[src/rtl/pump_sem_pkg.sv]
package pump_sem_pkg;

    typedef enum logic [1:0] {
        OWN_FREE  = 2'd0,
        OWN_REQ_B = 2'd1,
        OWN_REQ_A = 2'd2
    } owner_e;

    typedef struct packed {
        logic claim;
        logic rel;
    } sem_req_t;

    // Ownership moves only through the free state; port A has priority.
    function automatic owner_e next_owner(owner_e cur, sem_req_t ra, sem_req_t rb);
        owner_e nxt;
        nxt = cur;
        case (cur)
            OWN_FREE: begin
                if (ra.claim)      nxt = OWN_REQ_A;
                else if (rb.claim) nxt = OWN_REQ_B;
            end
            OWN_REQ_A: if (ra.rel) nxt = OWN_FREE;
            OWN_REQ_B: if (rb.rel) nxt = OWN_FREE;
            default:   nxt = OWN_FREE;
        endcase
        return nxt;
    endfunction

endpackage

[src/rtl/pump_sem_decode.sv]
module pump_sem_decode
    import pump_sem_pkg::*;
#(
    parameter int              DATA_W   = 32,
    parameter int              KEY_W    = 16,
    parameter logic [KEY_W-1:0] KEY_VAL = 16'h5A5A,
    parameter owner_e          OWN_CODE = OWN_REQ_A
) (
    input  logic              wr_en,
    input  logic [DATA_W-1:0] wr_data,
    output sem_req_t          req
);
    localparam int FIELD_W = DATA_W - KEY_W;

    logic               key_ok;
    logic [FIELD_W-1:0] field;

    assign key_ok    = wr_en && (wr_data[DATA_W-1 -: KEY_W] == KEY_VAL);
    assign field     = wr_data[FIELD_W-1:0];
    assign req.claim = key_ok && (field == FIELD_W'(OWN_CODE));
    assign req.rel   = key_ok && (field == '0);
endmodule

[src/rtl/pump_sem_core.sv]
module pump_sem_core
    import pump_sem_pkg::*;
(
    input  logic     clk,
    input  logic     rst,
    input  sem_req_t req_a,
    input  sem_req_t req_b,
    output owner_e   owner_q
);
    owner_e owner_d;

    always_comb owner_d = next_owner(owner_q, req_a, req_b);

    always_ff @(posedge clk) begin
        if (rst) owner_q <= OWN_FREE;
        else     owner_q <= owner_d;
    end
endmodule

[src/rtl/pump_sem_arbiter.sv]
module pump_sem_arbiter
    import pump_sem_pkg::*;
#(
    parameter int               DATA_W  = 32,
    parameter int               KEY_W   = 16,
    parameter logic [KEY_W-1:0] KEY_VAL = 16'h5A5A
) (
    input  logic              clk,
    input  logic              rst,
    input  logic              req_a_wr,
    input  logic [DATA_W-1:0] req_a_data,
    input  logic              req_b_wr,
    input  logic [DATA_W-1:0] req_b_data,
    output logic [1:0]        owner_o
);
    localparam int N_PORTS = 2;

    logic              wr_v   [N_PORTS];
    logic [DATA_W-1:0] data_v [N_PORTS];
    sem_req_t          req_v  [N_PORTS];
    owner_e            owner_q;

    assign wr_v[0]   = req_a_wr;
    assign wr_v[1]   = req_b_wr;
    assign data_v[0] = req_a_data;
    assign data_v[1] = req_b_data;

    for (genvar g = 0; g < N_PORTS; g++) begin : g_port
        pump_sem_decode #(
            .DATA_W  (DATA_W),
            .KEY_W   (KEY_W),
            .KEY_VAL (KEY_VAL),
            .OWN_CODE((g == 0) ? OWN_REQ_A : OWN_REQ_B)
        ) dec_i (
            .wr_en  (wr_v[g]),
            .wr_data(data_v[g]),
            .req    (req_v[g])
        );
    end

    pump_sem_core core_i (
        .clk    (clk),
        .rst    (rst),
        .req_a  (req_v[0]),
        .req_b  (req_v[1]),
        .owner_q(owner_q)
    );

    assign owner_o = owner_q;
endmodule

[config.mk]
export PLATFORM = sky130hd
export DESIGN_NAME = pump_sem_arbiter
export DESIGN_NICKNAME = d
export VERILOG_FILES = /design/src/rtl/pump_sem_pkg.sv /design/src/rtl/pump_sem_decode.sv /design/src/rtl/pump_sem_core.sv /design/src/rtl/pump_sem_arbiter.sv
export SDC_FILE = /design/constraint.sdc
export NUM_CORES = 1
export LEC_CHECK = 0
export BUFFER_PORTS_ARGS = -buffer_cell sky130_fd_sc_hd__buf_2
export CORE_AREA = 5 5 43 45
export CTS_CLUSTER_SIZE = 20
export DETAILED_ROUTE_END_ITERATION = 10
export DIE_AREA = 0 0 48 50
export PLACE_DENSITY = 0.8
export SYNTH_ARGS = -nofsm -noshare
export SYNTH_HDL_FRONTEND = slang
export SYNTH_SLANG_ARGS = --single-unit
[constraint.sdc]
create_clock -name clk -period 1.7 [get_ports clk]
set_input_delay 0.255 -clock clk [delete_from_list [all_inputs] [get_ports clk]]
set_output_delay 0.255 -clock clk [all_outputs]
set_load 0.02 [all_outputs]
Word-level counts from Yosys, hierarchy flattened
Index checks and enable logic that the tools add are counted.

Multiplexer cells: 5. Reduce and logical (&&, ||, !) cells: 10. Equal/unequal tests: 9.

Operators by type and width (number): $eq 16x15->1 const B (2); $logic_not 16->1 (2); $eq 16x1->1 const B (1); $eq 16x2->1 const B (1); $mux 2 (4); $logic_and 1x1->1 (6); $pmux 2 s3 (1); $ne 2x1->1 const B (2); $ne 3x1->1 const B (1); $reduce_and 3->1 (1); $eq 2x1->1 const B (1); $eq 2x2->1 const B (1); $logic_not 2->1 (1).

Input port bits: 68. Output and inout port bits: 2. Logic and storage cells: 25. Bits in registers: 2.

Logic depth before layout (Yosys ltp)
Depth in word-level cells: 6. Gate-level depth with buffers: 4. Mapped depth without buffers: 4.

By module
A second synthesis with hierarchy kept.

Cell total of the unflattened synthesis: 35. Area total of the unflattened synthesis: 291.5 µm².

By module, submodules not included: pump_sem_decode (cells each 14, instances 2, area an instance 105.1 µm², seq. area each 0.0 µm²); pump_sem_core (cells each 7, instances 1, area an instance 81.3 µm², seq. area each 40.0 µm²).

Worst setup path after synthesis
OpenSTA, ideal clock, no wires.

Kind: input to register. Start: input port req_a_data[15]. End: register core_i.owner_q[0]. Data arrival time: 1017 ps. Data required time: 1575 ps. Setup slack: 558 ps. Stages: 4. Path buffers: 0. Library setup time: 125 ps. Cell sequence: nor4bb_1 > nand4_1 > o41ai_2 > nor3b_1.

Longest elaborated chain between the ends: 4. Elaborated cells between the ends (all ways): 9. Classes of those cells: 3 x eq/ne; 2 x mux; 4 x reduce/logical.

RTL lines: start, declared (line pump_sem_arbiter.sv:11) `input logic [DATA_W-1:0] req_a_data,`; $eq 16x2->1 or $logic_not 16->1 (tied branches) (line pump_sem_decode.sv:20, pump_sem_decode.sv:21); $logic_and 1x1->1 (on tied branches) (line pump_sem_decode.sv:20, pump_sem_decode.sv:21); $ne 3x1->1 (no source line) (tied with other cells); $reduce_and 3->1 (no source line) or $pmux 2 s3 (tied branches); end signal, assigned (line pump_sem_core.sv:16) `else owner_q <= owner_d;`; end, declared (line pump_sem_core.sv:8) `output owner_e owner_q`.

Parallel ways exist; a longest one is shown, timed or not. A chain may end at the register's enable or synchronous reset.

Final worst setup path
Ends and elaborated chain as after synthesis.

==> qor.yml <==
cts:
  cts_tree: "done"
  ctsResizeCount: 0
  cts_setup_buffers: 0
  cts_hold_buf: 0
  clkLatencyLatePin_ns: 0.22
  cts_buffers: 3
  clock-root-buffer: "clkbuf_4"
  cts_sinks: 2
  htreeDepth: 1
  cts.reportedPaths.clkPinSlew_ns: 0.03
  clock_path_buffers: 2
critical_path:
  timing.rr.start: "core_i.owner_q[0]"
  reg2reg_depth: 2
  end_kind: "flop"
  crit_required_ns: 1.80
  cp.arrival_ns: 1.21
  critPathMaxStageDelay_ns: 0.31
  criticalPathCategory: "in2reg"
  timing.rr.end: "core_i.owner_q[0]"
  cp_slowest_cell: "o41ai_2"
  cp_cell_sequence: "buf_2 > nor4bb_1 > nand4_1 > o41ai_2 > nor3b_1"
  r2r_slack_ns: 0.83
  startpoint_type: "primary input"
  crit_fanout: 3
  crit_start: "req_a_data[15]"
die:
  start_util: 0.209
  fp.coreArea_mm2: 0.00144
  die_w_um: 48
  row_count: 14
  die_h_um: 50
  dieArea_mm2: 0.00240
  ioPinCount: 70
placed_design:
  port_buffers: 69
  place_congestion: 0.642
  placedCellCount: 117
  place_area_um2: 666
  post-dp-hpwl_um: 1370
  dp_slack_ns: 0.344
logic_synthesis:
  synth_top_cell_by_area: "nor4bb_1"
  async_flop_share: 0
  synth_top_flop_cell: "dfxtp_1"
  ys_warn_count: 0
  synthCells: 32
  synth.distinct_cells: 14
  yosysMostFrequentCell: "nor4bb_1"
  ys_seq_area_frac: 0.133
  synth_top_area_share: 0.233
  synth_fp_nets: 100
  synth_edf_count: 0
  ys_ff_latch: 2
  synth_commonest_cells: "nor4bb_1, nand4_1, nor4_1, nor4b_2"
  syn_area_um2: 300
  syn_avg_cell_area_um2: 9.38
  netlist_top_cells_area: "nor4bb_1, nor4b_2, dfxtp_1"
route:
  ant_nets: 0
  routed_wl_um: 1450
  via_per_inst: 4.68
  drc: 0
  num_vias: 561
  first_iter_violations: 7
  routedWlPerCell_um: 12.0
  first_pass_iters: 4
final_layout:
  final_cell_area_um2: 688
  fin_util: 0.479
  stdcell_count: 120
  regMostFlops: "core_i.owner_q"
  regArea_um2: 40.0
  largest_reg_flops: 2
  drive_gt1_frac: 0.750
  fin_nets: 174
  n_antenna_cell: 0
  num-fill-cells: 153
  multi_input_area_um2: 256
  syn_to_final_growth_pct: 129
  largest_registers: "core_i.owner_q (2)"
timing:
  whs_ns: 0.295
  layout_setup_ws_ns: 0.588
  finalHoldViolCount: 0
  period_share: 0.654
  rsz0062_at_grt: "no"
  maxSlewViolCount: 0
  worst_pin_slew_ns: 0.261
  fin_skew_ns: 0.00102
  max_freq_mhz: 900
  fin_crit_ns: 1.11
  fin_setup_tns_ns: 0
  setup_viol: 0
  slew_headroom: 0.824
global_routing:
  grt_pass1_vias: 553
  grt_max_degree: 5
  antenna_found_initial: 0
  grt_pass1_wl_um: 2020
  gr-total-overflow: 0
  grtUsageTotal: 0.114
hold_path:
  worstHoldStart: "rst"
  min_to: "core_i.owner_q[1]"
  whs_path_depth: 3
  worstHoldPathType: "in2reg"
flow_run:
  maxCapViolations: 0
run_status:
  status: "complete, no violations"
power_and_ir_drop:
  ir_drop_mv: 0.280
  power_density_mw_per_mm2: 354
  power_uw: 243
  power.leakage_nw: 0.361
==> routing by layer <==
layer	vias to the layer above	share of wire	GRT usage
met5	-	0	0
met4	0	0.011	0.0538
met3	2	0.18	0.0509
met2	34	0.52	0.209
met1	237	0.29	0.0962
li1	288	-	-
==> cell usage in the layout (no fill, tap or decap) <==
| master | count |
|---|---|
| buf_2 | 69 |
| clkbuf_4 | 3 |
| dfxtp_1 | 2 |
| inv_1 | 1 |
| nand4_1 | 4 |
| nor2_1 | 2 |
| nor3_1 | 2 |
| nor3b_1 | 1 |
| nor4_1 | 3 |
| nor4_2 | 2 |
| nor4b_1 | 1 |
| nor4b_2 | 3 |
| nor4bb_1 | 7 |
| o21a_1 | 2 |
| o21bai_1 | 1 |
| o41ai_2 | 1 |
==> cell families after synthesis <==
group	after synthesis	synth area share
and+or+nand+nor	25	0.725
buffers and inverters	1	0.0125
AOI/OAI and AO/OA	4	0.129
DFF	2	0.133
==> power breakdown <==
| group | internal [mW] | leakage [nW] | switching, mW |
|---|---|---|---|
| logic | 0.0668 | 0.331 | 0.0271 |
| registers | 0.0473 | 0.0161 | 0.0000000000275 |
| clock network | 0.0777 | 0.0138 | 0.0246 |
| total | 0.192 | 0.361 | 0.0517 |
==> worst max-delay path by stage <==
stage | end | slack (ns) | cells past startpoint
after floorplan | core_i.owner_q[0] | 0.56 | 4
after global placement | core_i.owner_q[0] | 0.38 | 5
after detailed placement | core_i.owner_q[0] | 0.34 | 5
after CTS | core_i.owner_q[0] | 0.58 | 5
after global routing | core_i.owner_q[0] | 0.39 | 5
final | core_i.owner_q[0] | 0.59 | 5
==> worst max-delay path: cells and delay by family <==
| kind | cells | cell delay (ns) |
|---|---|---|
| AOI/OAI and AO/OA | 1 | 0.31 |
| buffers and inverters | 1 | 0.09 |
| and+or+nand+nor | 3 | 0.54 |
==> final cells by class <==
type	count	share of cell area
Timing Repair Buffer	69	0.502
Multi-Input combinational cell	29	0.373
Sequential cell	2	0.0582
Clock buffer	3	0.0327
Tap cell	16	0.0291
Inverter	1	0.00545
(Power assumes the default switching activity.)
